==> src/rtl/spi_host_pkg.sv <==
package spi_host_pkg;

  typedef enum logic [1:0] {
    SEL_CTRL = 2'd0,
    SEL_STAT = 2'd1,
    SEL_DATA = 2'd2,
    SEL_NONE = 2'd3
  } reg_sel_e;

  // packed MSB first: bit6 guard .. bit0 enable
  typedef struct packed {
    logic       ss_guard;
    logic       dbl;
    logic [1:0] rate;
    logic       cpha;
    logic       cpol;
    logic       en;
  } ctrl_t;

  localparam int CTRL_W = $bits(ctrl_t);
  localparam int HALF_W = 7;

  // system clocks per sck half period
  function automatic logic [HALF_W-1:0] half_period(input logic [1:0] rate, input logic dbl);
    logic [HALF_W-1:0] h;
    case (rate)
      2'd0:    h = HALF_W'(2);
      2'd1:    h = HALF_W'(8);
      2'd2:    h = HALF_W'(32);
      default: h = HALF_W'(64);
    endcase
    return dbl ? (h >> 1) : h;
  endfunction

endpackage

==> src/rtl/spi_sck_gen.sv <==
module spi_sck_gen
  import spi_host_pkg::*;
#(
  parameter int DATA_W = 8,
  parameter int DIV_W  = HALF_W,
  localparam int EDGES = 2 * DATA_W,
  localparam int EW    = $clog2(EDGES)
) (
  input  logic             clk,
  input  logic             rst_n,
  input  logic             start,
  input  logic             abort,
  input  logic             cpol,
  input  logic [1:0]       rate,
  input  logic             dbl,
  output logic             sck,
  output logic             busy,
  output logic             edge_pulse,
  output logic [EW-1:0]    edge_idx,
  output logic             last_edge
);

  logic             busy_q, busy_n;
  logic             sck_q, sck_n;
  logic [DIV_W-1:0] div_q, div_n;
  logic [EW-1:0]    edge_q, edge_n;
  logic [DIV_W-1:0] half_m1;
  logic             tick;

  assign half_m1 = DIV_W'(half_period(rate, dbl)) - DIV_W'(1);
  assign tick    = busy_q && (div_q == half_m1);

  always_comb begin
    busy_n = busy_q;
    sck_n  = sck_q;
    div_n  = div_q;
    edge_n = edge_q;
    if (abort) begin
      busy_n = 1'b0;
      sck_n  = cpol;
      div_n  = '0;
      edge_n = '0;
    end else if (start) begin
      busy_n = 1'b1;
      sck_n  = cpol;
      div_n  = '0;
      edge_n = '0;
    end else if (busy_q) begin
      if (tick) begin
        div_n = '0;
        sck_n = ~sck_q;
        if (edge_q == EW'(EDGES - 1)) begin
          busy_n = 1'b0;
          edge_n = '0;
        end else begin
          edge_n = edge_q + EW'(1);
        end
      end else begin
        div_n = div_q + DIV_W'(1);
      end
    end else begin
      sck_n = cpol;
    end
  end

  always_ff @(posedge clk or negedge rst_n) begin
    if (!rst_n) begin
      busy_q <= 1'b0;
      sck_q  <= 1'b0;
      div_q  <= '0;
      edge_q <= '0;
    end else begin
      busy_q <= busy_n;
      sck_q  <= sck_n;
      div_q  <= div_n;
      edge_q <= edge_n;
    end
  end

  assign sck        = sck_q;
  assign busy       = busy_q;
  assign edge_pulse = tick && !abort;
  assign edge_idx   = edge_q;
  assign last_edge  = tick && !abort && (edge_q == EW'(EDGES - 1));

  // clock returns to / rests at idle level when no exchange runs
  assert_idle_level_R3: assert property (@(posedge clk) disable iff (!rst_n)
    !busy_q |=> (sck_q == $past(cpol)));

  // a normal end of an exchange only after the final edge
  assert_end_after_last_R6: assert property (@(posedge clk) disable iff (!rst_n)
    ($fell(busy_q) && !$past(abort)) |-> ($past(edge_q) == EW'(EDGES - 1)));

endmodule

==> src/rtl/spi_shift_unit.sv <==
module spi_shift_unit #(
  parameter int DATA_W = 8,
  localparam int EW    = $clog2(2 * DATA_W)
) (
  input  logic              clk,
  input  logic              rst_n,
  input  logic              start,
  input  logic [DATA_W-1:0] load_data,
  input  logic              edge_pulse,
  input  logic [EW-1:0]     edge_idx,
  input  logic              last_edge,
  input  logic              cpha,
  input  logic              miso,
  output logic              mosi,
  output logic [DATA_W-1:0] rx_buf
);

  logic [DATA_W-1:0] tx_q, tx_n;
  logic [DATA_W-1:0] rx_q, rx_n;
  logic [DATA_W-1:0] buf_q, buf_n;
  logic [DATA_W-1:0] rx_shifted;
  logic              lead, trail, first_edge, sample, shift;

  assign lead       = edge_pulse && !edge_idx[0];
  assign trail      = edge_pulse &&  edge_idx[0];
  assign first_edge = (edge_idx == '0);
  assign sample     = cpha ? trail : lead;
  assign shift      = cpha ? (lead && !first_edge) : trail;
  assign rx_shifted = {rx_q[DATA_W-2:0], miso};

  always_comb begin
    tx_n  = tx_q;
    rx_n  = rx_q;
    buf_n = buf_q;
    if (start) begin
      tx_n = load_data;
      rx_n = '0;
    end else begin
      if (shift)  tx_n = {tx_q[DATA_W-2:0], 1'b0};
      if (sample) rx_n = rx_shifted;
    end
    if (last_edge) buf_n = sample ? rx_shifted : rx_q;
  end

  always_ff @(posedge clk or negedge rst_n) begin
    if (!rst_n) begin
      tx_q  <= '0;
      rx_q  <= '0;
      buf_q <= '0;
    end else begin
      tx_q  <= tx_n;
      rx_q  <= rx_n;
      buf_q <= buf_n;
    end
  end

  assign mosi   = tx_q[DATA_W-1];
  assign rx_buf = buf_q;

  // outgoing bit holds across every sampling edge
  assert_mosi_hold_R4: assert property (@(posedge clk) disable iff (!rst_n)
    sample |=> $stable(mosi));

  // receive buffer only moves when an exchange completes
  assert_buf_hold_R11: assert property (@(posedge clk) disable iff (!rst_n)
    !last_edge |=> $stable(buf_q));

endmodule

==> src/rtl/spi_host_regs.sv <==
module spi_host_regs
  import spi_host_pkg::*;
#(
  parameter int DATA_W = 8,
  parameter int SYNC_W = 2
) (
  input  logic              clk,
  input  logic              rst_n,
  input  logic [1:0]        sel,
  input  logic              wr,
  input  logic              rd,
  input  logic [DATA_W-1:0] wdata,
  input  logic              busy,
  input  logic              xfer_end,
  input  logic [DATA_W-1:0] rx_buf,
  input  logic              ss_in,
  output ctrl_t             ctrl,
  output logic              start,
  output logic              abort,
  output logic [DATA_W-1:0] rdata
);

  reg_sel_e          sel_e;
  ctrl_t             ctrl_q, ctrl_n;
  logic              done_q, done_n;
  logic              wcol_q, wcol_n;
  logic              arm_q, arm_n;
  logic [SYNC_W-1:0] ss_pipe;
  logic              ss_sync;
  logic              data_wr, data_acc, stat_rd, ctrl_we, col_set;

  assign sel_e    = reg_sel_e'(sel);
  assign data_wr  = (sel_e == SEL_DATA) && wr;
  assign data_acc = (sel_e == SEL_DATA) && (wr || rd);
  assign stat_rd  = (sel_e == SEL_STAT) && rd;
  assign ctrl_we  = (sel_e == SEL_CTRL) && wr;

  always_ff @(posedge clk or negedge rst_n) begin
    if (!rst_n) ss_pipe <= '1;
    else        ss_pipe <= {ss_pipe[SYNC_W-2:0], ss_in};
  end
  assign ss_sync = ss_pipe[SYNC_W-1];

  assign abort   = ctrl_q.ss_guard && ctrl_q.en && !ss_sync;
  assign start   = data_wr && ctrl_q.en && !busy && !abort;
  assign col_set = data_wr && busy;

  always_comb begin
    ctrl_n = ctrl_q;
    done_n = done_q;
    wcol_n = wcol_q;
    arm_n  = arm_q;
    if (ctrl_we) ctrl_n = wdata[CTRL_W-1:0];
    if (abort)   ctrl_n.en = 1'b0;
    if (data_acc) begin
      arm_n = 1'b0;
      if (arm_q) begin
        done_n = 1'b0;
        wcol_n = 1'b0;
      end
    end
    if (stat_rd && (done_q || wcol_q)) arm_n = 1'b1;
    if (xfer_end || abort) done_n = 1'b1;
    if (col_set)           wcol_n = 1'b1;
  end

  always_ff @(posedge clk or negedge rst_n) begin
    if (!rst_n) begin
      ctrl_q <= '0;
      done_q <= 1'b0;
      wcol_q <= 1'b0;
      arm_q  <= 1'b0;
    end else begin
      ctrl_q <= ctrl_n;
      done_q <= done_n;
      wcol_q <= wcol_n;
      arm_q  <= arm_n;
    end
  end

  always_comb begin
    case (sel_e)
      SEL_CTRL: rdata = DATA_W'(ctrl_q);
      SEL_STAT: rdata = DATA_W'({busy, wcol_q, done_q});
      SEL_DATA: rdata = rx_buf;
      default:  rdata = '0;
    endcase
  end

  assign ctrl = ctrl_q;

  // a write into a running exchange raises the collision flag
  assert_col_flag_R7: assert property (@(posedge clk) disable iff (!rst_n)
    (data_wr && busy) |=> wcol_q);

  // that write does not end the running exchange
  assert_col_keeps_busy_R7: assert property (@(posedge clk) disable iff (!rst_n)
    (data_wr && busy && !xfer_end && !abort) |=> busy);

  // guarded select low drops enable and flags completion
  assert_abort_R9: assert property (@(posedge clk) disable iff (!rst_n)
    abort |=> (!ctrl_q.en && done_q));

  // completion flag follows the final edge
  assert_done_R6: assert property (@(posedge clk) disable iff (!rst_n)
    xfer_end |=> done_q);

  // data write while disabled starts nothing
  assert_disabled_write_R10: assert property (@(posedge clk) disable iff (!rst_n)
    (data_wr && !ctrl_q.en && !busy) |=> !busy);

endmodule

==> src/rtl/spi_host_ctrl.sv <==
module spi_host_ctrl
  import spi_host_pkg::*;
#(
  parameter int DATA_W = 8,
  parameter int SYNC_W = 2,
  parameter int RST_W  = 2,
  localparam int EW    = $clog2(2 * DATA_W)
) (
  input  logic              clk,
  input  logic              rst_n,
  input  logic [1:0]        reg_sel,
  input  logic              reg_wr,
  input  logic              reg_rd,
  input  logic [DATA_W-1:0] reg_wdata,
  output logic [DATA_W-1:0] reg_rdata,
  output logic              sck,
  output logic              mosi,
  input  logic              miso,
  input  logic              ss_in
);

  logic [RST_W-1:0]  rst_pipe;
  logic              rst_sync_n;
  ctrl_t             ctrl;
  logic              start, abort, busy, edge_pulse, last_edge;
  logic [EW-1:0]     edge_idx;
  logic [DATA_W-1:0] rx_buf;

  // asynchronous assert, synchronous release
  always_ff @(posedge clk or negedge rst_n) begin
    if (!rst_n) rst_pipe <= '0;
    else        rst_pipe <= {rst_pipe[RST_W-2:0], 1'b1};
  end
  assign rst_sync_n = rst_pipe[RST_W-1];

  spi_host_regs #(.DATA_W(DATA_W), .SYNC_W(SYNC_W)) u_regs (
    .clk      (clk),
    .rst_n    (rst_sync_n),
    .sel      (reg_sel),
    .wr       (reg_wr),
    .rd       (reg_rd),
    .wdata    (reg_wdata),
    .busy     (busy),
    .xfer_end (last_edge),
    .rx_buf   (rx_buf),
    .ss_in    (ss_in),
    .ctrl     (ctrl),
    .start    (start),
    .abort    (abort),
    .rdata    (reg_rdata)
  );

  spi_sck_gen #(.DATA_W(DATA_W)) u_sck (
    .clk        (clk),
    .rst_n      (rst_sync_n),
    .start      (start),
    .abort      (abort),
    .cpol       (ctrl.cpol),
    .rate       (ctrl.rate),
    .dbl        (ctrl.dbl),
    .sck        (sck),
    .busy       (busy),
    .edge_pulse (edge_pulse),
    .edge_idx   (edge_idx),
    .last_edge  (last_edge)
  );

  spi_shift_unit #(.DATA_W(DATA_W)) u_shift (
    .clk        (clk),
    .rst_n      (rst_sync_n),
    .start      (start),
    .load_data  (reg_wdata),
    .edge_pulse (edge_pulse),
    .edge_idx   (edge_idx),
    .last_edge  (last_edge),
    .cpha       (ctrl.cpha),
    .miso       (miso),
    .mosi       (mosi),
    .rx_buf     (rx_buf)
  );

endmodule

==> config.mk <==
export PLATFORM = sky130hd
export DESIGN_NAME = spi_host_ctrl
export DESIGN_NICKNAME = d
export VERILOG_FILES = /design/src/rtl/spi_host_pkg.sv /design/src/rtl/spi_sck_gen.sv /design/src/rtl/spi_shift_unit.sv /design/src/rtl/spi_host_regs.sv /design/src/rtl/spi_host_ctrl.sv
export SDC_FILE = /design/constraint.sdc
export NUM_CORES = 1
export LEC_CHECK = 0
export BUFFER_PORTS_ARGS = -buffer_cell sky130_fd_sc_hd__buf_2
export CAP_MARGIN = 10
export CORE_MARGIN = 2
export CORE_UTILIZATION = 55
export CTS_CLUSTER_SIZE = 14
export DETAILED_ROUTE_END_ITERATION = 8
export PLACE_DENSITY = 0.8
export SLEW_MARGIN = 20
export SYNTH_ARGS = -nofsm -noshare
export SYNTH_HDL_FRONTEND = slang
export SYNTH_SLANG_ARGS = --single-unit
export TNS_END_PERCENT = 100
==> constraint.sdc <==
create_clock -name clk -period 2 [get_ports clk]
set_input_delay 0.4 -clock clk [delete_from_list [all_inputs] [get_ports clk]]
set_output_delay 0.4 -clock clk [all_outputs]
set_load 0.02 [all_outputs]
Yosys cells after proc, flatten, opt, wreduce, memory -nomap -nowiden
Cells that the tools add are included.
{"block": "totals", "elab_cells": 104, "in_bits": 16, "regBits": 51, "out_inout_bits": 10}
{"block": "classes", "reduce_logical": 40, "n_mux": 35, "bitwise": 1, "eq_ne": 7, "n_addsub": 3}
{"op": "$mux 7", "count": 5}
{"op": "$mux 8", "count": 4}
{"op": "$pmux 8 s3", "count": 1}
{"op": "$pmux 7 s3", "count": 1}
{"op": "$mux 4", "count": 5}
{"op": "$mux 1", "count": 19}
{"op": "$logic_and 1x1->1", "count": 17}
{"op": "$reduce_bool 2->1", "count": 7}
{"op": "$add 7x1->7 const B", "count": 1}
{"op": "$eq 7x7->1", "count": 1}
{"op": "$sub 7x1->7 const B", "count": 1}
{"op": "$reduce_and 2->1", "count": 3}
{"op": "$reduce_bool 3->1", "count": 2}
{"op": "$logic_not 1->1", "count": 5}
{"op": "$add 4x1->4 const B", "count": 1}
{"op": "$eq 2x1->1 const B", "count": 2}
{"op": "$eq 2x2->1 const B", "count": 2}
{"op": "$eq 4x4->1 const B", "count": 1}
{"op": "$logic_not 2->1", "count": 2}
{"op": "$logic_not 4->1", "count": 1}
{"op": "$ne 4x4->1 const B", "count": 1}
{"op": "$logic_or 1x1->1", "count": 3}
{"op": "$not 1->1", "count": 1}

Depth between registers and ports, before layout
{"block": "logic_depth", "depth_word": 12, "depth_mapped": 11, "ltp_nobuf": 9}

Hierarchy
From an unflattened synthesis, not the netlist that was laid out.
{"block": "hier_totals", "cells_unflattened": 256, "hier_area_um2": 2585.0}
{"module": "spi_shift_unit", "cells_per_inst": 96, "seq_area_each_um2": 600.6, "area_per_inst_um2": 1038.5, "instances": 1}
{"module": "spi_sck_gen", "cells_per_inst": 101, "seq_area_each_um2": 325.3, "area_per_inst_um2": 865.8, "instances": 1}
{"module": "spi_host_regs", "cells_per_inst": 56, "seq_area_each_um2": 302.8, "area_per_inst_um2": 626.9, "instances": 1}
{"module": "spi_host_ctrl", "cells_per_inst": 3, "seq_area_each_um2": 50.0, "area_per_inst_um2": 53.8, "instances": 1}

Worst setup path before layout
OpenSTA, ideal clock, no wires.
{"block": "synth_timing", "path_kind": "flip-flop to flip-flop", "start": "reg u_regs.ctrl_q, in the netlist u_regs.ctrl[4]", "end": "reg u_sck.div_q[3]", "n_path_buf": 2, "arrival_ns": 2.606, "stages_incl_launch_ff": 11, "path_slack_ns": -0.732, "required_ns": 1.874, "period_less_slack_ns": 2.732, "setup_time_ns": 0.126, "cell_sequence": "dfrtp_1 buf_2 or3_1 ha_1 xnor2_1 o21ai_0 a211oi_4 and3_1 buf_4 nor2_2 a311o_1"}
{"block": "synth_via", "elab_chain_cells": 10, "word_cells_on_any_way": 12, "cone_classes": "1 x add/sub; 3 x eq/ne; 6 x mux; 2 x reduce/logical"}
{"item": "start, declared", "line": "spi_host_regs.sv:24", "source": "ctrl_t ctrl_q, ctrl_n;"}
{"item": "start signal, assigned", "line": "spi_host_regs.sv:74", "source": "ctrl_q <= ctrl_n;"}
{"item": "$eq 2x2->1, or another cell as far along", "line": "spi_host_pkg.sv:26", "source": "case (rate)"}
{"item": "$pmux 7 s3 *", "line": "spi_host_pkg.sv:26"}
{"item": "$mux 7 *", "line": "spi_host_pkg.sv:32", "source": "return dbl ? (h >> 1) : h;"}
{"item": "$sub 7x1->7 *", "line": "spi_sck_gen.sv:30", "source": "assign half_m1 = DIV_W'(half_period(rate, dbl)) - DIV_W'(1);"}
{"item": "$eq 7x7->1 *", "line": "spi_sck_gen.sv:31", "source": "assign tick = busy_q && (div_q == half_m1);"}
{"item": "$logic_and 1x1->1 *", "line": "spi_sck_gen.sv:31"}
{"item": "$mux 7 *", "line": "spi_sck_gen.sv:49", "source": "if (tick) begin"}
{"item": "$mux 7 *", "line": "spi_sck_gen.sv:48", "source": "end else if (busy_q) begin"}
{"item": "$mux 7 *", "line": "spi_sck_gen.sv:43", "source": "end else if (start) begin"}
{"item": "$mux 7 *", "line": "spi_sck_gen.sv:38", "source": "if (abort) begin"}
{"item": "end signal, assigned", "line": "spi_sck_gen.sv:75", "source": "div_q <= div_n;"}
{"item": "end, declared", "line": "spi_sck_gen.sv:25", "source": "logic [DIV_W-1:0] div_q, div_n;"}
Mark *: on every way between the ends. The rest lies on a longest branch, timed or not. The select of a mux whose other input is x is not followed.
A chain may end at the register's enable or synchronous reset.

Worst setup path in the final report
{"block": "layout_timing", "start": "reg u_regs.ctrl_q, in the netlist u_regs.ctrl[3]", "end": "reg u_shift.tx_q[6]"}
{"block": "layout_via", "elab_chain_cells": 11, "word_cells_on_any_way": 14, "cone_classes": "1 x add/sub; 3 x eq/ne; 3 x mux; 7 x reduce/logical"}
{"item": "$eq 2x2->1, or another cell as far along", "line": "spi_host_pkg.sv:26"}
{"item": "$pmux 7 s3 *", "line": "spi_host_pkg.sv:26"}
{"item": "$mux 7 *", "line": "spi_host_pkg.sv:32"}
{"item": "$sub 7x1->7 *", "line": "spi_sck_gen.sv:30"}
{"item": "$eq 7x7->1 *", "line": "spi_sck_gen.sv:31"}
{"item": "$logic_and 1x1->1 *", "line": "spi_sck_gen.sv:31"}
{"item": "$logic_and 1x1->1 *", "line": "spi_sck_gen.sv:82", "source": "assign edge_pulse = tick && !abort;"}
{"item": "$logic_and 1x1->1", "line": "spi_shift_unit.sv:24", "source": "assign lead = edge_pulse && !edge_idx[0];"}
{"item": "$logic_and 1x1->1", "line": "spi_shift_unit.sv:28", "source": "assign shift = cpha ? (lead && !first_edge) : trail;"}
{"item": "$mux 1 *", "line": "spi_shift_unit.sv:28"}
{"item": "$reduce_bool 2->1 (no line) *"}
{"item": "end signal, assigned", "line": "spi_shift_unit.sv:51", "source": "tx_q <= tx_n;"}
{"item": "end, declared", "line": "spi_shift_unit.sv:18", "source": "logic [DATA_W-1:0] tx_q, tx_n;"}
Mark *: on every way between the ends. The rest lies on a longest branch, timed or not.

==> metrics.md <==
| Metric | Value |
|---|---|
| Worst Path Arrival | between 2 and 3 ns |
| Number of diodes | 0 |
| Fraction of the core area covered by cells at the end of the flow | 73.4% |
| IO Count | 26 |
| Clock tree root driver cell | sky130_fd_sc_hd__clkbuf_8 |
| Peak ir drop on the vdd network | between 1000 and 1500 uV |
| Length of routed met2 wiring | ~3.4 mm |
| Mean post-synth cell area | between 9 and 10 sq um |
| Number of failing setup endpoints in the final timing report | 38 |
| Crit end category | register |
| Proportion of synthesized chip area in sequential cells | a little under half |
| First-pass GRT wire length | between 10 and 15 mm |
| Post-DR wirelength/cell | between 15 and 20 microns |
| Final number of max-transition violations | 0 |
| Area of the mapped netlist | 0.00273 sq mm |
| Routability congestion estimate | about 0.86 |
| Violated checks | setup timing |
| Longest Clk Path Bufs | 2 |
| FILL cells | 347 |
| Warnings from Yosys | 0 |
| Wire length the detailed router placed on met1 | roughly 2.8 mm |
| Cell count after placement | between 300 and 400 |
| Congestion Overflow GR | 0 |
| Total Routing Usage GR | between 20 and 30% |
| Wirelength, routed | roughly 6.6 mm |
| Antenna violations before repair | 0 |
| Violation count after the first detailed-routing iteration | slightly above 200 |
| Initial Util | between 50% and 60% |
| Drt pass-1 iters | 5 |
| Count of maximum capacitance violations | 0 |
| Per-cell via count in the routed design | 5.67 |
| Clock tree from TritonCTS | yes |
| Path type of the worst min-delay path | in2reg |
| Post-synthesis instance total | 280 |
| Total core area | roughly 0.0048 sq mm |
| Actual slew at the worst max-slew pin | roughly 0.53 ns |
| Clock-pin slew reported for the worst setup and hold paths after clock tree synthesis | 0.10 ns |
| Net count of the finished layout | 366 |
| Vias in the first global route | ~2.3k |
| Pin count of the biggest net entering global routing | 29 |
| Detail Route Antenna Nets | 0 |
| Routed via count | 2348 |
| Post-DP HPWL | 4.58 mm |
| Number of synthesized flops with an enable pin | 0 |
| Synth async-reset ratio | between 90% and 100% |
| Worst Hold Slack | around 0.18 ns |
| DRC violations left | 0 |
| Share of cells above drive strength 1 | between 30 and 40% |
| Die Outline Area | approximately 0.0055 sq mm |
| Final worst-path setup slack | -0.485 ns |
| Ratio of total power to cell area | between 1000 and 1500 mW/mm^2 |
| Clock period minus worst slack | between 2 and 2.5 ns |
| Required arrival time at the worst endpoint | 2.20 ns |
| Clock latency on the worst-skew pair | just over 0.3 ns |
| Top sig layer | met4 |
| H-Tree Level Count | 2 |
| Input/output buffers | 25 |
| Final hold viol count | 0 |
| Largest fanout of any net on the critical path | 7 |
| Unique cell type count in the Yosys netlist | approximately 50 |
| Startpoint class of the critical path | register |
| Max Fclk | about 0.4 GHz |
| Detailed route wirelength on metal3 | 312 microns |
| Final non-filler cell total | 414 |
| WS Path Type | reg2reg |
| Final Cycle Share | 124% |
| Total number of clock tree sinks | roughly 50 |
| Static leakage | between 1.5 and 2 nW |
| Growth of design area from synthesis to finish | 28.0% |
| Number of cell rows | 25 |
| Die outline height | approximately 74 microns |
| Worst slew margin relative to its limit | roughly 64% |
| Clock buffer count from CTS | 5 |
| Die extent in x | 74.4 microns |
| Top_reg_cell synth | sky130_fd_sc_hd__dfrtp_1 |
| Max Clock Skew | between 0.005 and 0.006 ns |
| RSZ-0062 raised after global routing | true |
| Post-synthesis register bit count | 51 |
| Total power | about 0.004 W |
| Outcome | finished, violations left |
| Number of nets produced by synthesis | 300 |
-- registers in the layout (all words and copies together) (netlist names) --
name	flops
rst_pipe	2
u_regs.arm_q	1
u_regs.ctrl	7
u_regs.done_q	1
u_regs.ss_pipe	2
u_regs.wcol_q	1
u_sck.busy	1
u_sck.div_q	7
u_sck.edge_idx	4
u_sck.sck	1
u_shift.rx_buf	8
u_shift.rx_q	8
u_shift.tx_q	8
-- cells in the mapped netlist, types with 2 or more instances --
cell type,number,area [sq um]
sky130_fd_sc_hd__nor4_1,2,12.5
sky130_fd_sc_hd__nand4bb_1,2,22.5
sky130_fd_sc_hd__xnor2_1,4,35.0
sky130_fd_sc_hd__o21ai_0,22,110
sky130_fd_sc_hd__nor2_1,22,82.6
sky130_fd_sc_hd__and2_1,5,31.3
sky130_fd_sc_hd__nor3_1,3,15.0
sky130_fd_sc_hd__a21oi_1,12,60.1
sky130_fd_sc_hd__or2_2,3,18.8
sky130_fd_sc_hd__mux2_2,7,78.8
sky130_fd_sc_hd__o211ai_1,10,75.1
sky130_fd_sc_hd__or3_1,2,12.5
sky130_fd_sc_hd__ha_1,4,50.1
sky130_fd_sc_hd__a211oi_4,2,40.0
sky130_fd_sc_hd__nor3b_1,2,15.0
sky130_fd_sc_hd__nor2b_1,4,25.0
sky130_fd_sc_hd__nand2_1,42,158
sky130_fd_sc_hd__clkbuf_1,7,26.3
sky130_fd_sc_hd__dfrtp_1,49,1230
sky130_fd_sc_hd__nand3_1,15,75.1
sky130_fd_sc_hd__nand4_1,4,25.0
sky130_fd_sc_hd__a311o_1,2,20.0
sky130_fd_sc_hd__buf_2,2,10.0
sky130_fd_sc_hd__dfstp_2,2,52.6
sky130_fd_sc_hd__mux2i_1,24,240
sky130_fd_sc_hd__inv_1,4,15.0
-- where the power goes --
part | internal [W] | switching, W | leakage (nW)
clock network | 0.000254 | 0.000374 | 0.0489
logic | 0.000886 | 0.000848 | 0.951
registers | 0.00132 | 0.000329 | 0.636
-- path summary, 6_finish.rpt --
kind	from	end	slack [ns]	cells past startpoint
max in group asynchronous	rst_pipe[1]	u_regs.ss_pipe[1]	1.14	1
min reg2reg	rst_pipe[1]	u_shift.tx_q[5]	0.26	0
max	u_regs.ctrl[3]	u_shift.tx_q[6]	-0.49	12
min in group asynchronous	rst_pipe[1]	u_shift.tx_q[5]	0.26	0
max reg2reg	u_regs.ctrl[3]	u_shift.tx_q[6]	-0.49	12
min	ss_in	u_regs.ss_pipe[0]	0.18	1
-- through the flow --
stage | area [sq um] | setup TNS, ns | worst slack [ns]
floorplan | 2810 | -16.20 | -0.541
global placement | 3190 | -12.55 | -0.412
detailed placement | 3190 | -16.63 | -0.536
CTS | 3450 | -15.49 | -0.493
global route | 3490 | -20.47 | -0.626
finish | 3490 | -15.91 | -0.485
-- cell usage in the layout, fill, tap and decap left out, types with 2 or more instances in the layout --
| master | n |
|---|---|
| sky130_fd_sc_hd__a21oi_2 | 2 |
| sky130_fd_sc_hd__nor2_1 | 21 |
| sky130_fd_sc_hd__o211ai_1 | 10 |
| sky130_fd_sc_hd__mux2_2 | 7 |
| sky130_fd_sc_hd__ha_1 | 3 |
| sky130_fd_sc_hd__and2_1 | 5 |
| sky130_fd_sc_hd__nand3_1 | 9 |
| sky130_fd_sc_hd__buf_4 | 33 |
| sky130_fd_sc_hd__nand3_2 | 6 |
| sky130_fd_sc_hd__a21oi_1 | 10 |
| sky130_fd_sc_hd__xnor2_2 | 2 |
| sky130_fd_sc_hd__xnor2_1 | 2 |
| sky130_fd_sc_hd__buf_6 | 10 |
| sky130_fd_sc_hd__dfstp_2 | 2 |
| sky130_fd_sc_hd__nand4bb_1 | 2 |
| sky130_fd_sc_hd__nand2_1 | 42 |
| sky130_fd_sc_hd__nor3_1 | 3 |
| sky130_fd_sc_hd__or2_2 | 3 |
| sky130_fd_sc_hd__mux2i_1 | 24 |
| sky130_fd_sc_hd__nand4_1 | 4 |
| sky130_fd_sc_hd__dfrtp_1 | 48 |
| sky130_fd_sc_hd__clkbuf_8 | 5 |
| sky130_fd_sc_hd__nor2_2 | 2 |
| sky130_fd_sc_hd__nor2b_1 | 4 |
| sky130_fd_sc_hd__a211oi_4 | 2 |
| sky130_fd_sc_hd__buf_2 | 25 |
| sky130_fd_sc_hd__a311o_1 | 2 |
| sky130_fd_sc_hd__nor3b_1 | 2 |
| sky130_fd_sc_hd__inv_6 | 2 |
| sky130_fd_sc_hd__inv_1 | 3 |
| sky130_fd_sc_hd__o21ai_0 | 7 |
| sky130_fd_sc_hd__o21ai_2 | 2 |
| sky130_fd_sc_hd__o21ai_1 | 13 |
-- area by class of cell --
class | count | area [sq um] | share of cell area, %
multi-input cells | 214 | 1510 | 43.1
flip-flops and latches | 51 | 1280 | 36.7
repair buffers | 70 | 515 | 14.8
well taps | 67 | 83.8 | 2.40
clock buffers | 5 | 68.8 | 1.97
clock inverters | 3 | 22.5 | 0.645
inverters | 4 | 15.0 | 0.430
-- cells by family (layout without fill, tap and decap cells) --
family / Yosys count / in the layout / share of synthesized area, %
compound gates: 52 / 52 / 12.3
fa+ha+maj: 4 / 4 / 1.84
simple gates: 121 / 121 / 22.9
other cells: 1 / 1 / 0.138
mux: 31 / 31 / 11.7
xor+xnor: 5 / 5 / 1.61
flops: 51 / 51 / 46.9
buf+inv: 15 / 82 / 2.57
-- what timing repair did --
action,in CTS,in global routing
pin swaps,19,9
gates resized for setup,25,5
hold buffers,1,0
gates cloned,1,0
endpoints found under the hold margin,2,0
setup endpoints to repair,38,38
setup buffers,10,1
-- critical path, cell delays in order (launching register included) --
cell                        delay, ns
sky130_fd_sc_hd__dfrtp_1         0.42
sky130_fd_sc_hd__buf_6           0.13
sky130_fd_sc_hd__nor3b_4         0.21
sky130_fd_sc_hd__inv_2           0.07
sky130_fd_sc_hd__ha_4            0.18
sky130_fd_sc_hd__nand4bb_1       0.20
sky130_fd_sc_hd__and3_4          0.22
sky130_fd_sc_hd__a211oi_4        0.23
sky130_fd_sc_hd__buf_6           0.15
sky130_fd_sc_hd__nand4_1         0.20
sky130_fd_sc_hd__buf_4           0.23
sky130_fd_sc_hd__nand3_2         0.05
sky130_fd_sc_hd__o211ai_1        0.08
-- layer usage --
metal | vias to the layer above | track usage (%)
met4 | 0 | 7.54
met2 | 69 | 43.9
met5 | - | 0
met1 | 1148 | 33.0
li1 | 1119 | -
met3 | 12 | 5.15
Power figures use the tool's default switching activity.
